File: src/rtl/strx_pkg.sv
package strx_pkg;

   typedef enum logic [1:0] {
      OP_LOAD  = 2'd0,
      OP_STORE = 2'd1,
      OP_MOVE  = 2'd2,
      OP_RSVD  = 2'd3
   } strx_op_e;

   typedef enum logic [2:0] {
      ST_IDLE    = 3'd0,
      ST_RD_REQ  = 3'd1,
      ST_RD_WAIT = 3'd2,
      ST_LD_WB   = 3'd3,
      ST_WR_REQ  = 3'd4,
      ST_DONE    = 3'd5
   } strx_state_e;

   typedef struct packed {
      strx_op_e    op;
      logic [1:0]  sz;
      logic        rep;
      logic        dir;
   } strx_cmd_t;

   localparam logic SEG_DATA  = 1'b0;
   localparam logic SEG_EXTRA = 1'b1;

   localparam logic [1:0] SEL_SRC = 2'd0;
   localparam logic [1:0] SEL_DST = 2'd1;
   localparam logic [1:0] SEL_CNT = 2'd2;

endpackage

File: src/rtl/strx_step.sv
module strx_step #(
   parameter int IDX_W = 32
) (
   input  logic [IDX_W-1:0] idx,
   input  logic [1:0]       sz,
   input  logic             dir,
   output logic [IDX_W-1:0] nxt
);

   logic [IDX_W-1:0] delta;

   assign delta = IDX_W'(1) << sz;
   assign nxt   = dir ? (idx - delta) : (idx + delta);

endmodule

File: src/rtl/strx_lane.sv
module strx_lane #(
   parameter int DW = 32
) (
   input  logic [1:0]      sz,
   input  logic [DW-1:0]   din,
   output logic [DW-1:0]   dout,
   output logic [DW/8-1:0] be
);

   localparam int NB = DW / 8;

   logic [3:0] nbytes;

   assign nbytes = 4'd1 << sz;

   for (genvar k = 0; k < NB; k++) begin : g_lane
      localparam logic [3:0] LANE = 4'(k);
      assign be[k]           = (LANE < nbytes);
      assign dout[8*k +: 8]  = be[k] ? din[8*k +: 8] : 8'h00;
   end

endmodule

File: src/rtl/strx_ctrl.sv
module strx_ctrl
   import strx_pkg::*;
(
   input  logic        clk,
   input  logic        rst_n,
   input  logic        cmd_valid,
   input  strx_cmd_t   cmd_in,
   input  logic        cnt_zero,
   input  logic        cnt_one,
   input  logic        mem_req_ready,
   input  logic        mem_rsp_valid,
   output strx_state_e state,
   output strx_cmd_t   cmd_q,
   output logic        elem_done,
   output logic        rsp_take
);

   strx_state_e start_st;
   strx_state_e first_st;
   strx_state_e after_st;

   always_comb begin
      start_st  = (cmd_in.op == OP_STORE) ? ST_WR_REQ : ST_RD_REQ;
      first_st  = (cmd_in.rep && cnt_zero) ? ST_DONE : start_st;
      after_st  = (!cmd_q.rep || cnt_one) ? ST_DONE :
                  ((cmd_q.op == OP_STORE) ? ST_WR_REQ : ST_RD_REQ);
      elem_done = (state == ST_LD_WB) || ((state == ST_WR_REQ) && mem_req_ready);
      rsp_take  = (state == ST_RD_WAIT) && mem_rsp_valid;
   end

   always_ff @(posedge clk or negedge rst_n) begin
      if (!rst_n) begin
         state <= ST_IDLE;
         cmd_q <= '0;
      end else begin
         unique case (state)
            ST_IDLE: begin
               if (cmd_valid) begin
                  cmd_q <= cmd_in;
                  state <= first_st;
               end
            end
            ST_RD_REQ: begin
               if (mem_req_ready) state <= ST_RD_WAIT;
            end
            ST_RD_WAIT: begin
               if (mem_rsp_valid) state <= (cmd_q.op == OP_MOVE) ? ST_WR_REQ : ST_LD_WB;
            end
            ST_LD_WB: begin
               state <= after_st;
            end
            ST_WR_REQ: begin
               if (mem_req_ready) state <= after_st;
            end
            ST_DONE: begin
               state <= ST_IDLE;
            end
            default: begin
               state <= ST_IDLE;
            end
         endcase
      end
   end

endmodule

File: src/rtl/strx_seq.sv
module strx_seq
   import strx_pkg::*;
#(
   parameter int IDX_W = 32,
   parameter int CNT_W = 16,
   parameter int DW    = 32
) (
   input  logic             clk,
   input  logic             rst_n,
   input  logic             cmd_valid,
   input  logic [1:0]       cmd_op,
   input  logic [1:0]       cmd_size,
   input  logic             cmd_rep,
   input  logic             dir_flag,
   output logic             cmd_ready,
   output logic             done,
   input  logic             reg_wr_en,
   input  logic [1:0]       reg_sel,
   input  logic [IDX_W-1:0] reg_wdata,
   output logic [IDX_W-1:0] src_idx,
   output logic [IDX_W-1:0] dst_idx,
   output logic [CNT_W-1:0] count,
   output logic             mem_req_valid,
   input  logic             mem_req_ready,
   output logic             mem_req_write,
   output logic             mem_req_seg,
   output logic [IDX_W-1:0] mem_req_addr,
   output logic [1:0]       mem_req_size,
   output logic [DW-1:0]    mem_req_wdata,
   input  logic             mem_rsp_valid,
   input  logic [DW-1:0]    mem_rsp_rdata,
   input  logic [DW-1:0]    acc_rdata,
   output logic             acc_we,
   output logic [DW/8-1:0]  acc_be,
   output logic [DW-1:0]    acc_wdata
);

   localparam int NB   = DW / 8;
   localparam int NIDX = 2;

   if (DW != 32) begin : g_bad_dw
      $error("strx_seq: DW must be 32");
   end
   if (CNT_W > IDX_W) begin : g_bad_cnt
      $error("strx_seq: CNT_W must not exceed IDX_W");
   end
   if (IDX_W < 8) begin : g_bad_idx
      $error("strx_seq: IDX_W must be at least 8");
   end

   strx_cmd_t   cmd_in;
   strx_cmd_t   cmd_q;
   strx_state_e state;
   logic        elem_done;
   logic        rsp_take;
   logic        cnt_zero;
   logic        cnt_one;
   logic        idle;

   logic [IDX_W-1:0] idx_q   [NIDX];
   logic [IDX_W-1:0] idx_nxt [NIDX];
   logic [NIDX-1:0]  idx_used;

   logic [CNT_W-1:0] cnt_q;
   logic [DW-1:0]    rd_buf;
   logic [DW-1:0]    rsp_masked;
   logic [DW-1:0]    acc_masked;
   logic [NB-1:0]    rd_be;
   logic [NB-1:0]    wr_be;

   assign cmd_in.op  = strx_op_e'(cmd_op);
   assign cmd_in.sz  = cmd_size;
   assign cmd_in.rep = cmd_rep;
   assign cmd_in.dir = dir_flag;

   assign cnt_zero = (cnt_q == '0);
   assign cnt_one  = (cnt_q == CNT_W'(1));
   assign idle     = (state == ST_IDLE);

   strx_ctrl u_ctrl (
      .clk           (clk),
      .rst_n         (rst_n),
      .cmd_valid     (cmd_valid),
      .cmd_in        (cmd_in),
      .cnt_zero      (cnt_zero),
      .cnt_one       (cnt_one),
      .mem_req_ready (mem_req_ready),
      .mem_rsp_valid (mem_rsp_valid),
      .state         (state),
      .cmd_q         (cmd_q),
      .elem_done     (elem_done),
      .rsp_take      (rsp_take)
   );

   // Lane masking of returned read data and of the accumulator.
   strx_lane #(.DW(DW)) u_rd_lane (
      .sz   (cmd_q.sz),
      .din  (mem_rsp_rdata),
      .dout (rsp_masked),
      .be   (rd_be)
   );

   strx_lane #(.DW(DW)) u_wr_lane (
      .sz   (cmd_q.sz),
      .din  (acc_rdata),
      .dout (acc_masked),
      .be   (wr_be)
   );

   always_comb begin
      idx_used[0] = (cmd_q.op != OP_STORE);
      idx_used[1] = (cmd_q.op != OP_LOAD);
   end

   // Index 0 is the source, index 1 the destination.
   for (genvar j = 0; j < NIDX; j++) begin : g_idx
      localparam logic [1:0] MY_SEL = 2'(j);

      strx_step #(.IDX_W(IDX_W)) u_step (
         .idx (idx_q[j]),
         .sz  (cmd_q.sz),
         .dir (cmd_q.dir),
         .nxt (idx_nxt[j])
      );

      always_ff @(posedge clk or negedge rst_n) begin
         if (!rst_n) begin
            idx_q[j] <= '0;
         end else if (idle && reg_wr_en && (reg_sel == MY_SEL)) begin
            idx_q[j] <= reg_wdata;
         end else if (elem_done && idx_used[j]) begin
            idx_q[j] <= idx_nxt[j];
         end
      end
   end

   always_ff @(posedge clk or negedge rst_n) begin
      if (!rst_n) begin
         cnt_q <= '0;
      end else if (idle && reg_wr_en && (reg_sel == SEL_CNT)) begin
         cnt_q <= reg_wdata[CNT_W-1:0];
      end else if (elem_done && cmd_q.rep) begin
         cnt_q <= cnt_q - CNT_W'(1);
      end
   end

   always_ff @(posedge clk or negedge rst_n) begin
      if (!rst_n) begin
         rd_buf <= '0;
      end else if (rsp_take) begin
         rd_buf <= rsp_masked;
      end
   end

   assign mem_req_valid = (state == ST_RD_REQ) || (state == ST_WR_REQ);
   assign mem_req_write = (state == ST_WR_REQ);
   assign mem_req_seg   = mem_req_write ? SEG_EXTRA : SEG_DATA;
   assign mem_req_addr  = mem_req_write ? idx_q[1] : idx_q[0];
   assign mem_req_size  = cmd_q.sz;
   assign mem_req_wdata = (cmd_q.op == OP_MOVE) ? rd_buf : acc_masked;

   assign acc_we    = (state == ST_LD_WB);
   assign acc_be    = rd_be & wr_be;
   assign acc_wdata = rd_buf;

   assign cmd_ready = idle;
   assign done      = (state == ST_DONE);
   assign src_idx   = idx_q[0];
   assign dst_idx   = idx_q[1];
   assign count     = cnt_q;

endmodule

File: config.mk
export PLATFORM = sky130hd
export DESIGN_NAME = strx_seq
export DESIGN_NICKNAME = d
export VERILOG_FILES = /design/src/rtl/strx_pkg.sv /design/src/rtl/strx_step.sv /design/src/rtl/strx_lane.sv /design/src/rtl/strx_ctrl.sv /design/src/rtl/strx_seq.sv
export SDC_FILE = /design/constraint.sdc
export NUM_CORES = 1
export LEC_CHECK = 0
export ABC_CLOCK_PERIOD_IN_PS = 11250
export BUFFER_PORTS_ARGS = -buffer_cell sky130_fd_sc_hd__buf_4
export CAP_MARGIN = 10
export CELL_PAD_IN_SITES_DETAIL_PLACEMENT = 1
export CELL_PAD_IN_SITES_GLOBAL_PLACEMENT = 1
export CORE_ASPECT_RATIO = 0.7
export CORE_MARGIN = 3
export CORE_UTILIZATION = 41
export DETAILED_ROUTE_END_ITERATION = 8
export HOLD_SLACK_MARGIN = 0.02
export PLACE_DENSITY_LB_ADDON = 0.1
export SYNTH_ARGS = -nofsm -noshare
export SYNTH_HDL_FRONTEND = slang
export SYNTH_SLANG_ARGS = --single-unit
export TNS_END_PERCENT = 10
File: constraint.sdc
create_clock -name clk -period 11.25 [get_ports clk]
set_input_delay 2.8125 -clock clk [delete_from_list [all_inputs] [get_ports clk]]
set_output_delay 2.8125 -clock clk [all_outputs]
set_load 0.02 [all_outputs]
==> results of run 1 <==
routing by layer:
layer  GRT usage, %  part of all wire (%)
met5              0                     0
met2           45.7                    45
met4           6.00                   1.7
met3           7.71                   8.0
met1           39.9                    45
worst max-delay path by stage:
stage               startpoint                end  slack (ns)
4_1_cts          acc_rdata[31]  mem_req_wdata[31]        5.10
5_1_grt        u_ctrl.cmd_q[2]   mem_req_wdata[5]        4.80
3_3_place_gp      acc_rdata[8]   mem_req_wdata[8]        5.14
6_report         acc_rdata[31]  mem_req_wdata[31]        5.08
2_1_floorplan    acc_rdata[31]  mem_req_wdata[31]        5.10
3_5_place_dp     acc_rdata[31]  mem_req_wdata[31]        5.11
registers in the layout, summed over array words and instances (netlist names):
signal        count
acc_wdata        32
u_ctrl.cmd_q      6
dst_idx          32
count            16
src_idx          32
u_ctrl.state      3
synthesized netlist by cell type, types with 4 or more instances:
cell and instances:
nand2_1 165, o21ai_0 140, dfrtp_1 121, a21oi_1 80
ha_1 61, clkbuf_1 58, a22oi_1 56, nor2_1 51
mux2_2 33, xnor2_1 32, a21o_1 30, inv_1 26
xor2_1 25, nand2b_1 21, nand3_1 21, a22o_1 18
nor3_1 15, o21ai_1 15, nor2b_1 13, a31oi_1 12
and3_1 11, o211ai_1 11, and2_1 8, o21bai_1 8
nand4_1 7, o221ai_1 6, buf_4 5, nand3b_1 5
nor3b_1 5, a221oi_1 4, o2111ai_1 4, o21a_1 4
o311ai_0 4
logic make-up after synthesis:
| logic type | after synthesis | share of synthesized area, % |
|---|---|---|
| and+or+nand+nor | 337 | 16.4 |
| muxes | 37 | 4.40 |
| AOI/OAI and AO/OA | 435 | 29.5 |
| DFF | 121 | 32.0 |
| adders and majority gates | 64 | 8.41 |
| buffers and inverters | 96 | 4.03 |
| xor gates and xnor gates | 57 | 5.28 |
placed cells by master (no fill, tap or decap), types with 26 or more instances in the layout:
cell type / netlist / layout
xnor2_1: 32 / 32
ha_1: 61 / 61
a21o_1: 30 / 30
a21oi_1: 80 / 80
dfrtp_1: 121 / 121
nand2_1: 165 / 165
inv_1: 26 / 26
nor2_1: 51 / 49
mux2_2: 33 / 33
o21ai_0: 140 / 140
buf_4: 5 / 308
a22oi_1: 56 / 56
worst max-delay path, stage by stage:
cell and delay (ns):
buf_4 0.08, nand2_1 0.04, o21ai_0 0.23, buf_4 0.20
area by class of cell:
cell class                      count  area [sq um]  share of cell area (%)
Multi-Input combinational cell    930          6080                    48.4
Sequential cell                   121          3030                    24.1
Timing Repair Buffer              308          2310                    18.4
Clock buffer                       17           425                    3.39
Tap cell                          305           382                    3.04
Clock inverter                     14           220                    1.75
Inverter                           28           105                   0.837
per-stage QoR:
stage / instances / setup slack (ns) / instance area (sq um)
floorplan: 1147 / 5.10 / 9460
global placement: 1692 / 5.14 / 11900
detailed placement: 1692 / 5.11 / 11900
CTS: 1723 / 5.10 / 12600
global route: 1723 / 4.80 / 12600
finish: 1723 / 5.08 / 12600
==> out/qor.csv, run 1 <==
stage,metric,value,unit
global_route,grt_pass1_wl,58700,microns
worst_hold_path,min_path_type,register to register,
place,hpwl,27200,microns
worst_setup_path,ff2ff_path_depth,17,
worst_hold_path,min-delay-start,acc_wdata[2],
clock_tree,cts_buffers,17,
die,core,22200,sq um
routing,via_per_inst,5.91,
worst_setup_path,arrival,3.36,ns
sta,drv_slew,0,
routing,vias,10200,
clock_tree,clkTransAtPathRegs,0.06,ns
worst_setup_path,crit_path_end_kind,output pin,
routing,drc_errors,0,
worst_setup_path,rrSetupSlack,5.85,ns
place,gp_routability_congestion,0.898,
synth,synth_nets,1318,
routing,wirelength,36900,microns
clock_tree,cts-root-buf,clkbuf_16,
global_route,grt_overflow,0,
global_route,grt_use_total,28.9,%
worst_setup_path,crit_path_start_kind,input port,
place,port-buffer-count,297,
run_status,status,"complete, no violations",
routing,drt-pass1-iter-count,5,
routing,wl_per_cell,21.4,microns
synth,synth_top_area_cell,dfrtp_1,
synth,postSynthCellCount,1147,
routing,postRouteAntennaNets,0,
synth,synth_cell_types,74,
die,row_count,45,
sta,rsz0062_at_grt,false,
sta,finalSetupViolCount,0,
die,die_width,188,microns
global_route,grt_pass1_vias,10400,
worst_setup_path,criticalPathCategory,input port to output pin,
sta,tightest_slew,0.880,ns
clock_tree,cts_tree,done,
worst_setup_path,cp.required,8.44,ns
sta,period_needed,6.17,ns
sta,finalHoldViolCount,0,
finish,area_growth_syn_to_layout,32.7,%
worst_setup_path,worstPathMaxFanout,1,
finish,nFillCells,2697,
routing,drt_iter0_markers,675,
clock_tree,ctsHoldBuffers,0,
clock_tree,cts.htree.levels,4,
clock_tree,cts_setup_buffers,0,
clock_tree,clkSinkCount,121,
finish,finalNetCount,1577,
worst_setup_path,rr_endpoint,dst_idx[29],
synth,seq_area_frac_synth,32.0,%
synth,ys_async_sr_fraction,100,%
synth,synth_top_area_share,32.0,%
synth,synth_edf_count,0,
sta,slew-limit-headroom,41.4,%
sta,fmax,162,MHz
sta,min_period_over_period,54.9,%
clock_tree,postCtsResizedCells,0,
global_route,grt_max_degree,69,
finish,num_antenna_cells,0,
clock_tree,insertion_delay,0.43,ns
finish,drive_gt1_share,27.6,%
synth,yosys_register_bits,121,
die,dieArea,25000,sq um
die,die_h,133,microns
global_route,antenna_found_initial,0,
sta,fin_tns_setup,0,ns
sta,finalHoldWorstSlack,0.518,ns
synth,syn_area_per_cell,8.25,sq um
synth,ys_warn_count,0,
die,start_util,42.7,%
synth,synth_area_leaders,"dfrtp_1 (32%), ha_1 (8.1%), o21ai_0 (7.4%), nand2_1 (6.5%), a22oi_1 (4.4%)",
synth,synth_ff_type,dfrtp_1,
finish,fin_util,56.6,%
die,ioPinCount,298,
worst_hold_path,min_to,acc_wdata[2],
clock_tree,cts.path.max_buffers,2,
worst_hold_path,hold_depth,2,
worst_setup_path,r2r_start,u_ctrl.cmd_q[2],
sta,clock_skew,0.0161,ns
synth,syn-cell-area,9460,sq um
run,drv_cap,0,
Power of run 1 is not shown: default switching activity piles up to over one toggle a cycle in this logic, so the estimate is an artifact.
==> inputs of run 2 (changes only) <==
--- a/config.mk
+++ b/config.mk
@@ -5,14 +5,15 @@
 export SDC_FILE = /design/constraint.sdc
 export NUM_CORES = 1
 export LEC_CHECK = 0
-export ABC_CLOCK_PERIOD_IN_PS = 11250
+export ABC_AREA = 1
+export ABC_CLOCK_PERIOD_IN_PS = 5300
 export BUFFER_PORTS_ARGS = -buffer_cell sky130_fd_sc_hd__buf_4
 export CAP_MARGIN = 10
 export CELL_PAD_IN_SITES_DETAIL_PLACEMENT = 1
 export CELL_PAD_IN_SITES_GLOBAL_PLACEMENT = 1
 export CORE_ASPECT_RATIO = 0.7
 export CORE_MARGIN = 3
-export CORE_UTILIZATION = 41
+export CORE_UTILIZATION = 33
 export DETAILED_ROUTE_END_ITERATION = 8
 export HOLD_SLACK_MARGIN = 0.02
 export PLACE_DENSITY_LB_ADDON = 0.1
==> constraint.sdc (replaced) <==
create_clock -name clk -period 5.3 [get_ports clk]
set_input_delay 1.325 -clock clk [delete_from_list [all_inputs] [get_ports clk]]
set_output_delay 1.325 -clock clk [all_outputs]
set_load 0.02 [all_outputs]
==> out/qor.csv, run 2 <==
stage,metric,value,unit
finish,num_antenna_cells,0,
sta,fmax,249,MHz
synth,ys_warn_count,0,
sta,drv_slew,0,
sta,period_needed,4.02,ns
global_route,grt_max_degree,66,
worst_setup_path,criticalPathCategory,register to register,
synth,synth_top_area_cell,dfrtp_1,
global_route,grt_overflow,0,
synth,synth_top_area_share,28.6,%
global_route,grt_use_total,28.5,%
synth,yosys-top-cells-count,"nand2_1 (427), inv_1 (266), o21ai_0 (167)",
finish,stdcell_count,2358,
worst_setup_path,arrival,4.34,ns
clock_tree,cts-root-buf,clkbuf_16,
worst_setup_path,crit_path_end_kind,register,
finish,regArea,3030,sq um
worst_setup_path,rrSetupSlack,1.28,ns
worst_setup_path,rr_endpoint,dst_idx[28],
worst_setup_path,cp.required,5.63,ns
worst_setup_path,crit_path_start_kind,register,
sta,finalSetupViolCount,0,
worst_setup_path,ff2ff_path_depth,15,
clock_tree,insertion_delay,0.44,ns
clock_tree,postCtsResizedCells,0,
run,drv_cap,0,
synth,synth_area_leaders,"dfrtp_1 (29%), nand2_1 (15%), inv_1 (9.4%), o21ai_0 (7.9%), ha_1 (7.2%)",
sta,finalHoldViolCount,0,
global_route,antenna_found_initial,0,
finish,multi_input_area,6260,sq um
global_route,grt_pass1_vias,12200,
finish,final_common_cell,nand2_1,
synth,yosysMostFrequentCell,nand2_1,
synth,postSynthCellCount,1650,
clock_tree,cts.path.max_buffers,2,
sta,fin_tns_setup,0,ns
clock_tree,clkTransAtPathRegs,0.06,ns
routing,vias,12400,
synth,synth_cell_types,47,
sta,slew-limit-headroom,43.5,%
place,hpwl,39800,microns
run_status,status,"complete, no violations",
synth,syn_area_per_cell,6.41,sq um
clock_tree,clkSinkCount,121,
synth,seq_area_frac_synth,28.6,%
clock_tree,cts.htree.levels,4,
synth,ys_async_sr_fraction,100,%
worst_setup_path,crit_end,dst_idx[28],
sta,tightest_slew,0.846,ns
finish,nFillCells,4125,
die,dieArea,34200,sq um
routing,wl_per_cell,21.0,microns
die,core,31400,sq um
sta,clock_skew,0.0123,ns
place,dp_cells,2326,
die,die_h,156,microns
die,ioPinCount,298,
synth,syn-cell-area,10600,sq um
worst_setup_path,cp-startpoint,u_ctrl.cmd_q[2],
die,start_util,33.7,%
place,port-buffer-count,297,
clock_tree,cts_setup_buffers,0,
finish,finalNetCount,2096,
routing,postRouteAntennaNets,0,
worst_hold_path,min_path_type,register to register,
global_route,grt_pass1_wl,74400,microns
worst_setup_path,worstPathMaxFanout,28,
synth,synth_edf_count,0,
place,place_ws,1.37,ns
synth,yosys_register_bits,121,
routing,wirelength,49400,microns
clock_tree,cts_buffers,17,
clock_tree,ctsHoldBuffers,0,
clock_tree,cts_tree,done,
routing,drt_iter0_markers,966,
die,die_width,220,microns
synth,synth_nets,1821,
place,dpl-instance-area,13200,sq um
place,gp_routability_congestion,0.913,
routing,drt-pass1-iter-count,5,
sta,min_period_over_period,75.8,%
sta,worst_slack,1.28,ns
finish,stdcell_area,13800,sq um
routing,drc_errors,0,
synth,synth_ff_type,dfrtp_1,
finish,area_growth_syn_to_layout,30.3,%
worst_setup_path,r2r_start,u_ctrl.cmd_q[2],
sta,rsz0062_at_grt,false,
routing,via_per_inst,5.25,
die,row_count,54,
finish,drive_gt1_share,18.6,%
finish,layout_common_cells,"nand2_1 (427), buf_4 (306), inv_1 (266), o21ai_0 (167), nand3_1 (152)",
[run 2: cell types whose count changed after synthesis, sizes merged, moves of 17 or more]
cell    previous run  this run
nand2            165       434
xor2              25         8
inv               26       273
o22ai              3        20
a21o              30         5
mux2              34         0
a22oi             56         0
a22o              18         0
a21oi             80        63
clkbuf            58        25
nand2b            21         0
nor3              15        32
nor2              51       129
nand3             21       152
[run 2: cell families (layout without fill, tap and decap cells)]
logic type	after synthesis	count (layout)	share of synthesized area, %
adder cells (fa/ha/maj)	61	61	7.22
XOR/XNOR	24	24	1.99
buffers and inverters	326	614	12.2
AO/OA/AOI/OAI	342	342	18.8
AND/OR/NAND/NOR	776	776	31.1
flip-flops	121	121	28.6
[run 2: worst max-delay path, cell delays in order (launching register included)]
cell      delay, ns
dfrtp_1        0.41
inv_1          0.11
nand2_2        0.39
ha_1           0.24
nand2_1        0.40
nand2_1        0.19
buf_4          0.42
ha_1           0.37
nand2_1        0.14
inv_1          0.05
a21boi_0       0.43
o21ai_0        0.25
a31oi_1        0.23
nand3_1        0.12
nand3_1        0.10
nand2_1        0.06
[run 2: how the worst min path moves through the flow]
stage                    start  cells past startpoint         endpoint  slack [ns]
3_3_place_gp   u_ctrl.cmd_q[1]                      2  u_ctrl.cmd_q[1]        0.52
3_5_place_dp   u_ctrl.cmd_q[1]                      2  u_ctrl.cmd_q[1]        0.52
5_1_grt        u_ctrl.cmd_q[1]                      2  u_ctrl.cmd_q[1]        0.57
6_report       u_ctrl.cmd_q[1]                      2  u_ctrl.cmd_q[1]        0.53
4_1_cts        u_ctrl.cmd_q[1]                      2  u_ctrl.cmd_q[1]        0.54
2_1_floorplan  u_ctrl.cmd_q[1]                      2  u_ctrl.cmd_q[1]        0.49
[run 2: routing by layer]
| metal | global-route usage [%] | vias to the layer above | share of wire [%] |
|---|---|---|---|
| li1 | - | 5951 | - |
| met1 | 43.6 | 6054 | 50 |
| met2 | 42.1 | 351 | 43 |
| met3 | 5.53 | 28 | 6.6 |
| met4 | 4.47 | 0 | 0.93 |
| met5 | 0 | - | 0 |
[run 2: area by class of cell]
type                            instances  share of cell area (%)
Multi-Input combinational cell       1203                    45.5
Clock inverter                         10                    1.05
Clock buffer                           22                    3.37
Timing Repair Buffer                  307                    16.8
Inverter                              275                    7.52
Tap cell                              420                    3.82
Sequential cell                       121                    22.0
[run 2: stage by stage]
step	hold WS (ns)	util, %
after floorplan	0.488	-
after global placement	0.518	42.0
after detailed placement	0.519	42.0
after CTS	0.538	43.9
after global routing	0.570	43.9
final	0.532	43.9
Power of run 2 is left out for the same reason.
